### src/rtl/fec_pkg.sv
package fec_pkg;
  localparam int THR_W     = 8;
  localparam int EVT_LSB   = 0;
  localparam int MASK_LSB  = 8;
  localparam int THR_LSB   = 16;
  localparam int EN_BIT    = 24;

  typedef enum logic [1:0] {
    SEL_NONE  = 2'd0,
    SEL_PEND  = 2'd1,
    SEL_BLOCK = 2'd2,
    SEL_ALLOC = 2'd3
  } selE;

  typedef struct packed {
    logic             clear;
    logic             countEn;
    selE              sel;
    logic [THR_W-1:0] thr;
  } strobeT;
endpackage

### src/rtl/fec_ctrl.sv
module fec_ctrl
  import fec_pkg::*;
#(
  parameter logic [7:0] EVT_CODE = 8'h48
) (
  input  logic        clk,
  input  logic        rstN,
  input  logic        wrEn,
  input  logic [31:0] wrData,
  output strobeT      strb
);
  logic             enQ;
  logic [7:0]       evtQ;
  logic [7:0]       maskQ;
  logic [THR_W-1:0] thrQ;
  selE              selD;

  always_ff @(posedge clk) begin
    if (!rstN) begin
      enQ   <= 1'b0;
      evtQ  <= '0;
      maskQ <= '0;
      thrQ  <= '0;
    end else if (wrEn) begin
      enQ   <= wrData[EN_BIT];
      evtQ  <= wrData[EVT_LSB +: 8];
      maskQ <= wrData[MASK_LSB +: 8];
      thrQ  <= wrData[THR_LSB +: THR_W];
    end
  end

  // Only a single-bit mask picks a quantity; 0x08 and all others count nothing.
  always_comb begin
    unique case (maskQ)
      8'h01:   selD = SEL_PEND;
      8'h02:   selD = SEL_BLOCK;
      8'h04:   selD = SEL_ALLOC;
      default: selD = SEL_NONE;
    endcase
  end

  always_comb begin
    strb.clear   = wrEn && wrData[EN_BIT];
    strb.countEn = !wrEn && enQ && (evtQ == EVT_CODE);
    strb.sel     = selD;
    strb.thr     = thrQ;
  end

  // a foreign selector must never raise the count strobe
  a_r3_foreign_code: assert property (@(posedge clk) disable iff (!rstN)
    (wrEn && wrData[EVT_LSB +: 8] != EVT_CODE) |=> !strb.countEn);
endmodule

### src/rtl/fec_datapath.sv
module fec_datapath
  import fec_pkg::*;
#(
  parameter int CNT_W   = 48,
  parameter int OCC_W   = 4,
  parameter int BLK_W   = 2,
  parameter int ALLOC_W = 3
) (
  input  logic               clk,
  input  logic               rstN,
  input  strobeT             strb,
  input  logic [OCC_W-1:0]   pendMiss,
  input  logic [BLK_W-1:0]   blockCnt,
  input  logic [ALLOC_W-1:0] allocCnt,
  output logic [CNT_W-1:0]   accOut
);
  localparam int RAW_A = (OCC_W > BLK_W) ? OCC_W : BLK_W;
  localparam int RAW_W = (RAW_A > ALLOC_W) ? RAW_A : ALLOC_W;
  localparam int CMP_W = (RAW_W > THR_W) ? RAW_W : THR_W;

  logic [RAW_W-1:0] rawVal;
  logic [CMP_W-1:0] rawCmp;
  logic [CMP_W-1:0] thrCmp;
  logic             thrHit;
  logic [CNT_W-1:0] incr;
  logic [CNT_W-1:0] accQ;

  always_comb begin
    unique case (strb.sel)
      SEL_PEND:  rawVal = RAW_W'(pendMiss);
      SEL_BLOCK: rawVal = RAW_W'(blockCnt);
      SEL_ALLOC: rawVal = RAW_W'(allocCnt);
      default:   rawVal = '0;
    endcase
  end

  always_comb begin
    rawCmp = CMP_W'(rawVal);
    thrCmp = CMP_W'(strb.thr);
    thrHit = rawCmp >= thrCmp;
    if (strb.thr == '0) incr = CNT_W'(rawVal);
    else                incr = CNT_W'(thrHit);
  end

  always_ff @(posedge clk) begin
    if (!rstN)             accQ <= '0;
    else if (strb.clear)   accQ <= '0;
    else if (strb.countEn) accQ <= accQ + incr;
  end

  assign accOut = accQ;

  // an enabling write zeroes the accumulator
  a_r2_clear_zero: assert property (@(posedge clk) disable iff (!rstN)
    strb.clear |=> accQ == '0);
  // without a count strobe the value holds
  a_r1_hold_idle: assert property (@(posedge clk) disable iff (!rstN)
    (!strb.clear && !strb.countEn) |=> $stable(accQ));
  // no selected quantity means no growth
  a_r8_none_zero: assert property (@(posedge clk) disable iff (!rstN)
    (!strb.clear && strb.sel == SEL_NONE) |=> $stable(accQ));
  // threshold mode steps by at most one
  a_r9_thr_step: assert property (@(posedge clk) disable iff (!rstN)
    (!strb.clear && strb.countEn && strb.thr != '0)
      |=> CNT_W'(accQ - $past(accQ)) <= CNT_W'(1));
endmodule

### src/rtl/fill_event_counter.sv
module fill_event_counter
  import fec_pkg::*;
#(
  parameter int         CNT_W    = 48,
  parameter int         OCC_W    = 4,
  parameter int         BLK_W    = 2,
  parameter int         ALLOC_W  = 3,
  parameter logic [7:0] EVT_CODE = 8'h48
) (
  input  logic               clk,
  input  logic               rstN,
  input  logic               ctrlWrEn,
  input  logic [31:0]        ctrlWrData,
  input  logic [OCC_W-1:0]   pendMiss,
  input  logic [BLK_W-1:0]   blockCnt,
  input  logic [ALLOC_W-1:0] allocCnt,
  output logic [CNT_W-1:0]   countValue
);
  strobeT strb;

  fec_ctrl #(.EVT_CODE(EVT_CODE)) u_ctrl (
    .clk    (clk),
    .rstN   (rstN),
    .wrEn   (ctrlWrEn),
    .wrData (ctrlWrData),
    .strb   (strb)
  );

  fec_datapath #(
    .CNT_W   (CNT_W),
    .OCC_W   (OCC_W),
    .BLK_W   (BLK_W),
    .ALLOC_W (ALLOC_W)
  ) u_dp (
    .clk      (clk),
    .rstN     (rstN),
    .strb     (strb),
    .pendMiss (pendMiss),
    .blockCnt (blockCnt),
    .allocCnt (allocCnt),
    .accOut   (countValue)
  );
endmodule

### config.mk
export PLATFORM = sky130hd
export DESIGN_NAME = fill_event_counter
export DESIGN_NICKNAME = d
export VERILOG_FILES = /design/src/rtl/fec_pkg.sv /design/src/rtl/fec_ctrl.sv /design/src/rtl/fec_datapath.sv /design/src/rtl/fill_event_counter.sv
export SDC_FILE = /design/constraint.sdc
export NUM_CORES = 1
export LEC_CHECK = 0
export BUFFER_PORTS_ARGS = -buffer_cell sky130_fd_sc_hd__buf_4
export CAP_MARGIN = 15
export CORE_MARGIN = 3
export CORE_UTILIZATION = 45
export CTS_CLUSTER_SIZE = 14
export DETAILED_ROUTE_END_ITERATION = 6
export GPL_TIMING_DRIVEN = 1
export PLACE_DENSITY = 0.76
export RECOVER_POWER = 25
export SYNTH_ARGS = -nofsm -noshare
export SYNTH_HDL_FRONTEND = slang
export SYNTH_SLANG_ARGS = --single-unit
### constraint.sdc
create_clock -name clk -period 4 [get_ports clk]
set_input_delay 0 -clock clk [delete_from_list [all_inputs] [get_ports clk]]
set_output_delay 0 -clock clk [all_outputs]
set_load 0.1 [all_outputs]
==> key figures <==
Outcome
  – Outcome: complete, no violations

Flow run
  – Max-cap viol count: 0

Place
  – Port bufs: 84
  – Final GP Congestion: 0.910
  – DP HPWL: 6760 um
  – Placed cell count: 603

Power and ir drop
  – Leak: 1.84 nW
  – Sequential share of power: 0.504
  – Clock network fraction of design power: 0.407
  – Combinational Power Share: 0.089
  – VDD IR max: 239 uV
  – Pint: 1.15 mW
  – Sw Ratio: 0.229
  – Power per cell area: 306 nW/um2
  – Switching pwr: 342 uW

STA
  – Slew Viols, Final: 0
  – Clock skew: 0.00703 ns
  – Fin. Hold Viols: 0
  – Final min period: 3.75 ns
  – Slew Limit Headroom: 0.223
  – Slew @ Worst Pin: 1.17 ns
  – Fin crit share: 0.938
  – Final setup violation count: 0
  – RSZ-0062 raised after global routing: no
  – Fmax: 267 MHz
  – Setup TNS: 0 ns

Die
  – Core area: 7850 um2
  – Ports: 92
  – Floorplan row count: 32
  – Die ar.: 9310 um2
  – Initial core utilization: 0.470
  – Die Height: 96.5 um
  – Die width: 96.5 um

Detailed routing
  – Routed vias/inst: 5.60
  – Pre-antenna DRT Iters: 4
  – Vias post-DR: 3609
  – DRT iter0 DRCs: 215
  – Post-Route WL: 9870 um
  – Routed Antenna Nets: 0
  – Residual DRC: 0
  – Routed len/inst: 15.3 um

Synthesis
  – Gate Count Post-Synth: 427
  – Synth area leaders: dfxtp_1 40%, mux2i_1 6.5%, a21oi_1 5.0%
  – Sequential area share after synthesis: 0.397
  – Share of the synthesized area in the top cell type: 0.397
  – Synthesized net count: 480
  – Synth Register Bits: 73
  – Mapped cell area: 3680 um2
  – Syn avg cell area: 8.63 um2
  – Top FF cell, synth: dfxtp_1
  – Count leader, synth: dfxtp_1
  – Yosys warnings: 0
  – Synth cell count leaders: 73 x dfxtp_1, 37 x a21oi_1, 31 x nand2_1
  – Synth async-reset ratio: 0
  – Post-synth top area cell: dfxtp_1
  – Post-synth cell types: 49
  – Number of flops mapped to enable cells by yosys: 0

Clocking
  – Clk pin slew, worst setup/hold paths: 0.07 ns
  – Clk Latency, worst-skew pair: 0.35 ns
  – CTS tree: yes
  – Clk sink count: 73
  – CTS Buf Count: 9
  – Htree depth: 3
  – Longest Clk Path Bufs: 2
  – Root buffer cell: clkbuf_8

Finish
  – Util after Layout: 0.624
  – Layout cells sized above 1: 0.217
  – ANT cells: 0
  – Area growth syn-to-layout: 32.9%
  – NumNets Final: 591
  – Layout Cells excl Fill: 645

GRT
  – Total track usage: 0.223
  – Initial antenna violation count: 0
  – Vias in the first global route: 3451
  – Gr ovfl total: 0
  – Pin count of the biggest net entering global routing: 49
  – Global-route wire length before repair: 16200 um

Min path
  – HP Class: in2reg
  – Worst Hold Path Cells: 2

Critical path
  – Crit path capture type: flip-flop
  – Worst-case reg-to-reg path depth: 18
  – Crit path DAT: 4.03 ns
  – Setup CP Type: reg2reg
  – Flop2flop setup slack: 0.25 ns
  – CP startpoint kind: flip-flop
  – CP required: 4.28 ns
  – CP max FO: 9
[layer usage]
layer | global-route usage | share of wire | wire length, um | up-vias
met5 | 0 | 0 | 0 | -
met4 | 0.0911 | 0.018 | 181 | 0
met3 | 0.0604 | 0.073 | 725 | 18
met2 | 0.366 | 0.48 | 4720 | 124
met1 | 0.277 | 0.43 | 4250 | 1682
li1 | - | - | - | 1785
[cell usage in the layout (no fill, tap or decap), types with 12 or more instances in the layout]
cell	count
mux2i_1	24
a21oi_1	37
inv_1	12
nand2_1	31
nor2_1	26
xnor2_1	14
nand4_1	15
dlygate4sd3_1	25
dfxtp_1	71
clkbuf_8	12
buf_4	85
o21ai_0	16
nand3_1	20
nor2b_1	25
[flip-flops by register name, indices dropped and copies added (netlist names)]
register,cells
u_ctrl.maskQ,8
u_ctrl.evtQ,8
u_ctrl.thrQ,8
u_ctrl.enQ,1
u_dp.accOut,48
[final timing paths]
kind                                       from         endpoint
worst max-delay path            u_ctrl.maskQ[0]  u_dp.accOut[30]
worst min-delay path                       rstN  u_ctrl.maskQ[1]
worst max register to register  u_ctrl.maskQ[0]  u_dp.accOut[30]
worst min register to register   u_dp.accOut[0]   u_dp.accOut[0]
[through the flow]
| stage | instance area, um2 | hold slack [ns] | power, mW | setup WS [ns] |
|---|---|---|---|---|
| after floorplan | 3680 | 0.128 | 0.835 | 0.409 |
| after global placement | 4430 | 0.255 | 0.874 | 0.262 |
| after detailed placement | 4430 | 0.265 | 0.878 | 0.173 |
| after CTS | 4880 | 0.00467 | 1.50 | 0.134 |
| after global routing | 4900 | 0.0150 | 1.56 | 0.0263 |
| final | 4900 | 0.0153 | 1.50 | 0.249 |
[critical path, stage by stage (launching register included)]
cell	delay [ns]
dfxtp_1	0.42
nor3b_4	0.24
nand2_1	0.07
o21ai_0	0.07
nand2_1	0.11
ha_1	0.27
nand2b_1	0.09
a21o_1	0.11
a21o_1	0.11
a21oi_1	0.06
o22ai_1	0.22
ha_2	0.24
fa_1	0.21
nand3_1	0.09
and2_1	0.16
buf_4	0.17
or4_4	0.58
or3_1	0.32
a21oi_1	0.14
[layout make-up]
type	instances	area, um2
clock buffer	14	173
clock inverter	2	35.0
fill	673	2950
inverter	12	45.0
multi-input combinational	325	2130
sequential	73	1460
tap	102	128
timing repair buffer	117	922
[power groups by stage]
stage	clock network [mW]	registers, mW	logic (mW)
finish	0.609	0.755	0.133
global route	0.658	0.757	0.146
CTS	0.618	0.752	0.128
detailed placement	0	0.769	0.109
global placement	0	0.769	0.105
floorplan	0	0.766	0.0686
[what timing repair did]
item	in CTS	in global routing
resized for setup	0	7
hold buffers	25	0
setup buffers	0	1
endpoints found under the hold margin	25	0
setup endpoints to repair	0	20
[cell families after synthesis]
logic type	Yosys count	synth area share
multiplexers	24	0.0652
adder cells (fa/ha/maj)	9	0.0326
XOR/XNOR	18	0.0428
flip-flops	73	0.397
AND/OR/NAND/NOR	199	0.314
buffers and inverters	29	0.0312
AO/OA/AOI/OAI	75	0.117
No activity file was read; power rests on OpenSTA's default activity.
